<file path="config.mk">
export PLATFORM = sky130hd
export DESIGN_NAME = bus_yield_arbiter
export DESIGN_NICKNAME = d
export VERILOG_FILES = /design/src/rtl/arb_pkg.sv /design/src/rtl/arb_sync.sv /design/src/rtl/arb_fsm.sv /design/src/rtl/arb_tail.sv /design/src/rtl/bus_yield_arbiter.sv
export SDC_FILE = /design/constraint.sdc
export NUM_CORES = 1
export LEC_CHECK = 0
export BUFFER_PORTS_ARGS = -buffer_cell sky130_fd_sc_hd__buf_2
export CORE_AREA = 2 2 39 41
export CTS_CLUSTER_DIAMETER = 30
export CTS_CLUSTER_SIZE = 25
export DETAILED_ROUTE_END_ITERATION = 6
export DIE_AREA = 0 0 41 43
export PLACE_DENSITY = 0.45
export SETUP_SLACK_MARGIN = 0.05
export SYNTH_ARGS = -nofsm -noshare
export SYNTH_HDL_FRONTEND = slang
export SYNTH_HIERARCHICAL = 1
export SYNTH_SLANG_ARGS = --single-unit
export TNS_END_PERCENT = 1
</file>
<file path="constraint.sdc">
create_clock -name clk -period 2.6 [get_ports clk]
set_clock_uncertainty 0.1 [all_clocks]
set_input_delay 0.26 -clock clk [delete_from_list [all_inputs] [get_ports clk]]
set_output_delay 0.26 -clock clk [all_outputs]
set_load 0.1 [all_outputs]
</file>
<file path="src/rtl/arb_pkg.sv">
package arb_pkg;

  typedef enum logic [1:0] {
    ST_LOCAL   = 2'd0,
    ST_WAIT    = 2'd1,
    ST_GRANTED = 2'd2,
    ST_EXTERN  = 2'd3
  } arb_state_e;

  // Cycles the grant lingers after the takeover is sampled.
  localparam int unsigned TAIL_CYCLES = 2;
  localparam int unsigned TAIL_W      = $clog2(TAIL_CYCLES + 1);

  // A grant may be offered only at an operand boundary outside read-modify-write.
  function automatic logic boundary_open(input logic at_end, input logic in_rmw);
    return at_end & ~in_rmw;
  endfunction

  function automatic logic [TAIL_W-1:0] tail_step(input logic load,
                                                  input logic [TAIL_W-1:0] cnt);
    if (load)
      return TAIL_W'(TAIL_CYCLES);
    else if (cnt != '0)
      return cnt - 1'b1;
    else
      return '0;
  endfunction

  function automatic logic local_side(input arb_state_e s);
    return (s == ST_LOCAL) || (s == ST_WAIT);
  endfunction

endpackage

</file>
<file path="src/rtl/arb_sync.sv">
module arb_sync #(
  parameter int STAGES = 2,
  parameter int WIDTH  = 2
) (
  input  logic             clk,
  input  logic             rst_n,
  input  logic [WIDTH-1:0] d,
  output logic [WIDTH-1:0] q
);

  logic [WIDTH-1:0] pipe [STAGES];

  for (genvar s = 0; s < STAGES; s++) begin : g_stage
    if (s == 0) begin : g_first
      always_ff @(posedge clk or negedge rst_n) begin
        if (!rst_n) pipe[0] <= '0;
        else        pipe[0] <= d;
      end
    end else begin : g_next
      always_ff @(posedge clk or negedge rst_n) begin
        if (!rst_n) pipe[s] <= '0;
        else        pipe[s] <= pipe[s-1];
      end
    end
  end

  assign q = pipe[STAGES-1];

endmodule

</file>
<file path="src/rtl/arb_fsm.sv">
module arb_fsm
  import arb_pkg::*;
(
  input  logic       clk,
  input  logic       rst_n,
  input  logic       req_s,
  input  logic       gack_s,
  input  logic       bnd_ok,
  output arb_state_e st,
  output logic       ev_takeover
);

  arb_state_e st_nxt;

  assign ev_takeover = (st == ST_GRANTED) && gack_s;

  always_comb begin
    st_nxt = st;
    unique case (st)
      ST_LOCAL: begin
        if (req_s) st_nxt = bnd_ok ? ST_GRANTED : ST_WAIT;
      end
      ST_WAIT: begin
        if (!req_s)      st_nxt = ST_LOCAL;
        else if (bnd_ok) st_nxt = ST_GRANTED;
      end
      ST_GRANTED: begin
        if (gack_s)      st_nxt = ST_EXTERN;
        else if (!req_s) st_nxt = ST_LOCAL;
      end
      ST_EXTERN: begin
        if (!gack_s) st_nxt = req_s ? ST_GRANTED : ST_LOCAL;
      end
      default: st_nxt = ST_LOCAL;
    endcase
  end

  always_ff @(posedge clk or negedge rst_n) begin
    if (!rst_n) st <= ST_LOCAL;
    else        st <= st_nxt;
  end

endmodule

</file>
<file path="src/rtl/arb_tail.sv">
module arb_tail
  import arb_pkg::*;
(
  input  logic clk,
  input  logic rst_n,
  input  logic load,
  output logic active
);

  logic [TAIL_W-1:0] cnt;

  always_ff @(posedge clk or negedge rst_n) begin
    if (!rst_n) cnt <= '0;
    else        cnt <= tail_step(load, cnt);
  end

  assign active = (cnt != '0);

endmodule

</file>
<file path="src/rtl/bus_yield_arbiter.sv">
module bus_yield_arbiter
  import arb_pkg::*;
#(
  parameter int SYNC_STAGES = 2
) (
  input  logic clk,
  input  logic rst_n,
  input  logic bus_req_n,
  input  logic bus_gack_n,
  input  logic xfer_end,
  input  logic rmw_active,
  output logic bus_grant_n,
  output logic local_owns
);

  logic [1:0] sync_q;
  logic       req_s;
  logic       gack_s;
  logic       bnd_ok;
  logic       ev_takeover;
  logic       tail_on;
  arb_state_e st;

  arb_sync #(.STAGES(SYNC_STAGES), .WIDTH(2)) u_sync (
    .clk   (clk),
    .rst_n (rst_n),
    .d     ({~bus_gack_n, ~bus_req_n}),
    .q     (sync_q)
  );

  assign req_s  = sync_q[0];
  assign gack_s = sync_q[1];
  assign bnd_ok = boundary_open(xfer_end, rmw_active);

  arb_fsm u_fsm (
    .clk         (clk),
    .rst_n       (rst_n),
    .req_s       (req_s),
    .gack_s      (gack_s),
    .bnd_ok      (bnd_ok),
    .st          (st),
    .ev_takeover (ev_takeover)
  );

  arb_tail u_tail (
    .clk    (clk),
    .rst_n  (rst_n),
    .load   (ev_takeover),
    .active (tail_on)
  );

  assign bus_grant_n = ~((st == ST_GRANTED) | tail_on);
  assign local_owns  = local_side(st);

endmodule

</file>
==> results.rst <==
.. list-table::
   :header-rows: 1

   * - Metric
     - Value
   * - Status
     - finished, final reports clean
   * - Number of non-filler instances in the completed layout
     - 51
   * - Post-synth EDFFs
     - 0
   * - Post-route minimum period
     - 1.741 ns
   * - Number of failing setup endpoints in the final timing report
     - 0
   * - Cell types with the highest counts after synthesis
     - 8 x dfrtp_1, 4 x inv_1, 3 x nor2_1
   * - Routed vias/inst
     - 3.863
   * - Hold path start
     - bus_req_n
   * - R2R depth
     - 3
   * - Fraction of final layout cells with drive strength greater than 1
     - 0.4000
   * - Fill cell count
     - 157
   * - Final Cycle Share
     - 0.6697
   * - Pwr Density
     - 775.0 nW/um^2
   * - Number of input and output port buffers inserted
     - 7
   * - Remaining design rule violation count
     - 0
   * - Fraction of registers with async set/reset
     - 1.000
   * - Row count
     - 14
   * - Crit Path Class
     - flip-flop to primary output
   * - Register-to-Register Setup Slack
     - 1.61 ns
   * - Normalized max-slew margin
     - 0.6807
   * - Actual slew at the worst max-slew pin
     - 0.4823 ns
   * - CTS H-tree lvls
     - 1
   * - Total number of vias
     - around 200
   * - Horizontal extent of the die
     - 41 um
   * - Setup TNS
     - 0 ns
   * - Clock buffers created by TritonCTS
     - 3
   * - Capturing point of the worst reg2reg path
     - u_tail/cnt[1]
   * - Number of antenna violations at the first check in global routing
     - 0
   * - Maximum net fanout on the critical path
     - 3
   * - Vias in the first global route
     - approximately 220
   * - Met2 Track Usage GR
     - 0.1063
   * - Number of storage elements in the synthesis netlist
     - 8
   * - Data arrival time of the worst path
     - 1.38 ns
   * - GR Util All Layers
     - 0.07513
   * - Ys Warns
     - 6
   * - Number of iterations in the first detailed-routing pass
     - 2
   * - Worst-case hold path end point
     - u_sync/pipe[2]
   * - Final hold violation count
     - 0
   * - Antenna Cells
     - 0
   * - Reg-to-reg critical path startpoint
     - u_fsm/st[1]
   * - Number of buffers between clock root and the deepest sink
     - 2
   * - Top achievable clock speed
     - 0.5743 GHz
   * - Relative area change from synthesis to final layout
     - 23.58%
   * - Element type at the critical path start
     - flip-flop
   * - Die footprint
     - 1763 sq um
   * - I/O pin cnt
     - 8
   * - Hold_ws
     - about 0.047 ns
   * - Wire length per cell after detailed routing
     - 8.020 um
   * - Wire length after detailed routing
     - 409 um
   * - Total overflow reported by the global router
     - 0
   * - Most frequent cell after synthesis
     - dfrtp_1
   * - Met3 layer usage reported by global route
     - 0.03141
   * - IR drop worst, VDD
     - between 200 and 250 uV
   * - Final net count
     - 43
   * - Hold crit path type
     - input port to flip-flop
   * - Area of the placeable core
     - 1384 sq um
   * - Required time of the critical path
     - 2.24 ns
   * - Area of all sequential standard cells
     - 200.2 sq um
   * - Static leakage
     - 0.1984 nW
   * - Distinct cells, synth
     - 13
   * - Clock slew at reported path FFs
     - 0.05 ns
   * - TritonCTS clock tree
     - yes
   * - Largest area contributor in the synthesized netlist
     - dfrtp_1
   * - Kind of end point of the critical path
     - primary output
   * - Final number of max-transition violations
     - 0
   * - Remaining number of nets flagged by the antenna check after routing
     - 0
   * - Gate Count Post-Synth
     - 26
   * - GPL Wtd Cong
     - 0.5854
   * - Met1 Resource Use GR
     - 0.06333
   * - Number of buffers inserted to repair setup after CTS
     - 0
   * - Root buffer cell
     - clkbuf_4
   * - Cell depth of the worst min-delay path
     - 2
   * - Clock net sink count
     - 8
   * - Mean cell area of the mapped netlist
     - 11.84 sq um
   * - Total Power
     - 294.8 uW
   * - Net Count, Synth
     - 32
   * - First-pass GRT wire length
     - about 800 um
   * - Post-synth top area share
     - 0.6504
   * - Most used flip-flop cell after synthesis
     - dfrtp_1
   * - Post-synth design cell area
     - 307.8 sq um
   * - Starting Density
     - 0.2224
   * - Busiest layer in global routing
     - met2
   * - Maxcap violations
     - 0
   * - DR iter-0 viols
     - 1
   * - Total area of multi-input combinational cells
     - 77.57 sq um
   * - Part of the Yosys area used for sequential elements
     - 0.6504
   * - Unrepaired setup endpoints after global routing
     - false
   * - Largest cells by area after synthesis
     - dfrtp_1 65%, buf_4 4.9%, inv_1 4.9%, nor3b_2 4.1%, nor2_1 3.7%
   * - Number of placed cells counting well taps
     - 47
   * - Clock latency of the later-clocked register in the worst-skew pair
     - 0.25 ns
   * - Largest net degree at the start of global routing
     - 9
   * - Die Height
     - 43 um
final cells by class:
class | instances | area share
multi-input cells | 12 | 0.2039
repair buffers | 8 | 0.1184
well taps | 16 | 0.05263
flip-flops and latches | 8 | 0.5263
clock buffers | 3 | 0.05921
inverters | 4 | 0.03947
stage by stage:
step / util / instance area, sq um / setup WS (ns)
2_1_floorplan: - / 307.8 / 0.8155
3_3_place_gp: 0.2514 / 347.8 / 1.121
3_5_place_dp: 0.2514 / 347.8 / 1.111
4_1_cts: 0.2749 / 380.4 / 0.8354
5_1_grt: 0.2749 / 380.4 / 0.7863
6_report: 0.2749 / 380.4 / 0.8589
registers in the layout, summed over array words and instances, names as in the netlist:
| signal | flops |
|---|---|
| u_fsm/st | 2 |
| u_sync/pipe | 2 |
| u_sync/q | 2 |
| u_tail/cnt | 2 |
layout by cell type, fill, tap and decap left out:
master and count:
dfrtp_1 8, clkbuf_4 3, or2_1 1, nor2b_1 1, inv_1 4, buf_2 7, a21oi_1 1, nor2_1 3
nand2b_1 1, a21oi_2 1, dlygate4sd3_1 1, nor3b_2 1, nand2_1 1, a21o_2 1, o21ai_2 1
critical path: stages (launching register included):
cell and delay [ns]:
dfrtp_1 0.39, or2_1 0.22, a21oi_2 0.09, buf_2 0.43
timing repair:
item                       4_1_cts  5_1_grt
setup endpoints to repair        0        0
hold endpoints to repair         8        0
hold buffers                     1        0
gates resized for setup          0        0
power by group:
part / switching [mW] / internal [mW]
registers: 0.00631 / 0.134
logic: 0.0476 / 0.0152
clock network: 0.0393 / 0.0526
total: 0.0933 / 0.202
logic make-up after synthesis:
kind of cell	after synthesis	share of synthesized area
DFF	8	0.6504
buffers and inverters	6	0.09753
and+or+nand+nor	8	0.1504
AOI/OAI and AO/OA	4	0.1016
routing by layer:
layer  vias to the layer above  part of all wire
met5                         -                 0
met3                         0             0.044
met1                        94              0.41
met2                         6              0.55
met4                         0                 0
li1                         97                 -
worst max path at each step:
stage | startpoint | to
floorplan | u_tail/cnt[0] | bus_grant_n
finish | u_tail/cnt[0] | bus_grant_n
CTS | u_tail/cnt[0] | bus_grant_n
global placement | u_tail/cnt[0] | bus_grant_n
global route | u_tail/cnt[1] | bus_grant_n
detailed placement | u_tail/cnt[0] | bus_grant_n
No activity file was read; power rests on OpenSTA's default activity.
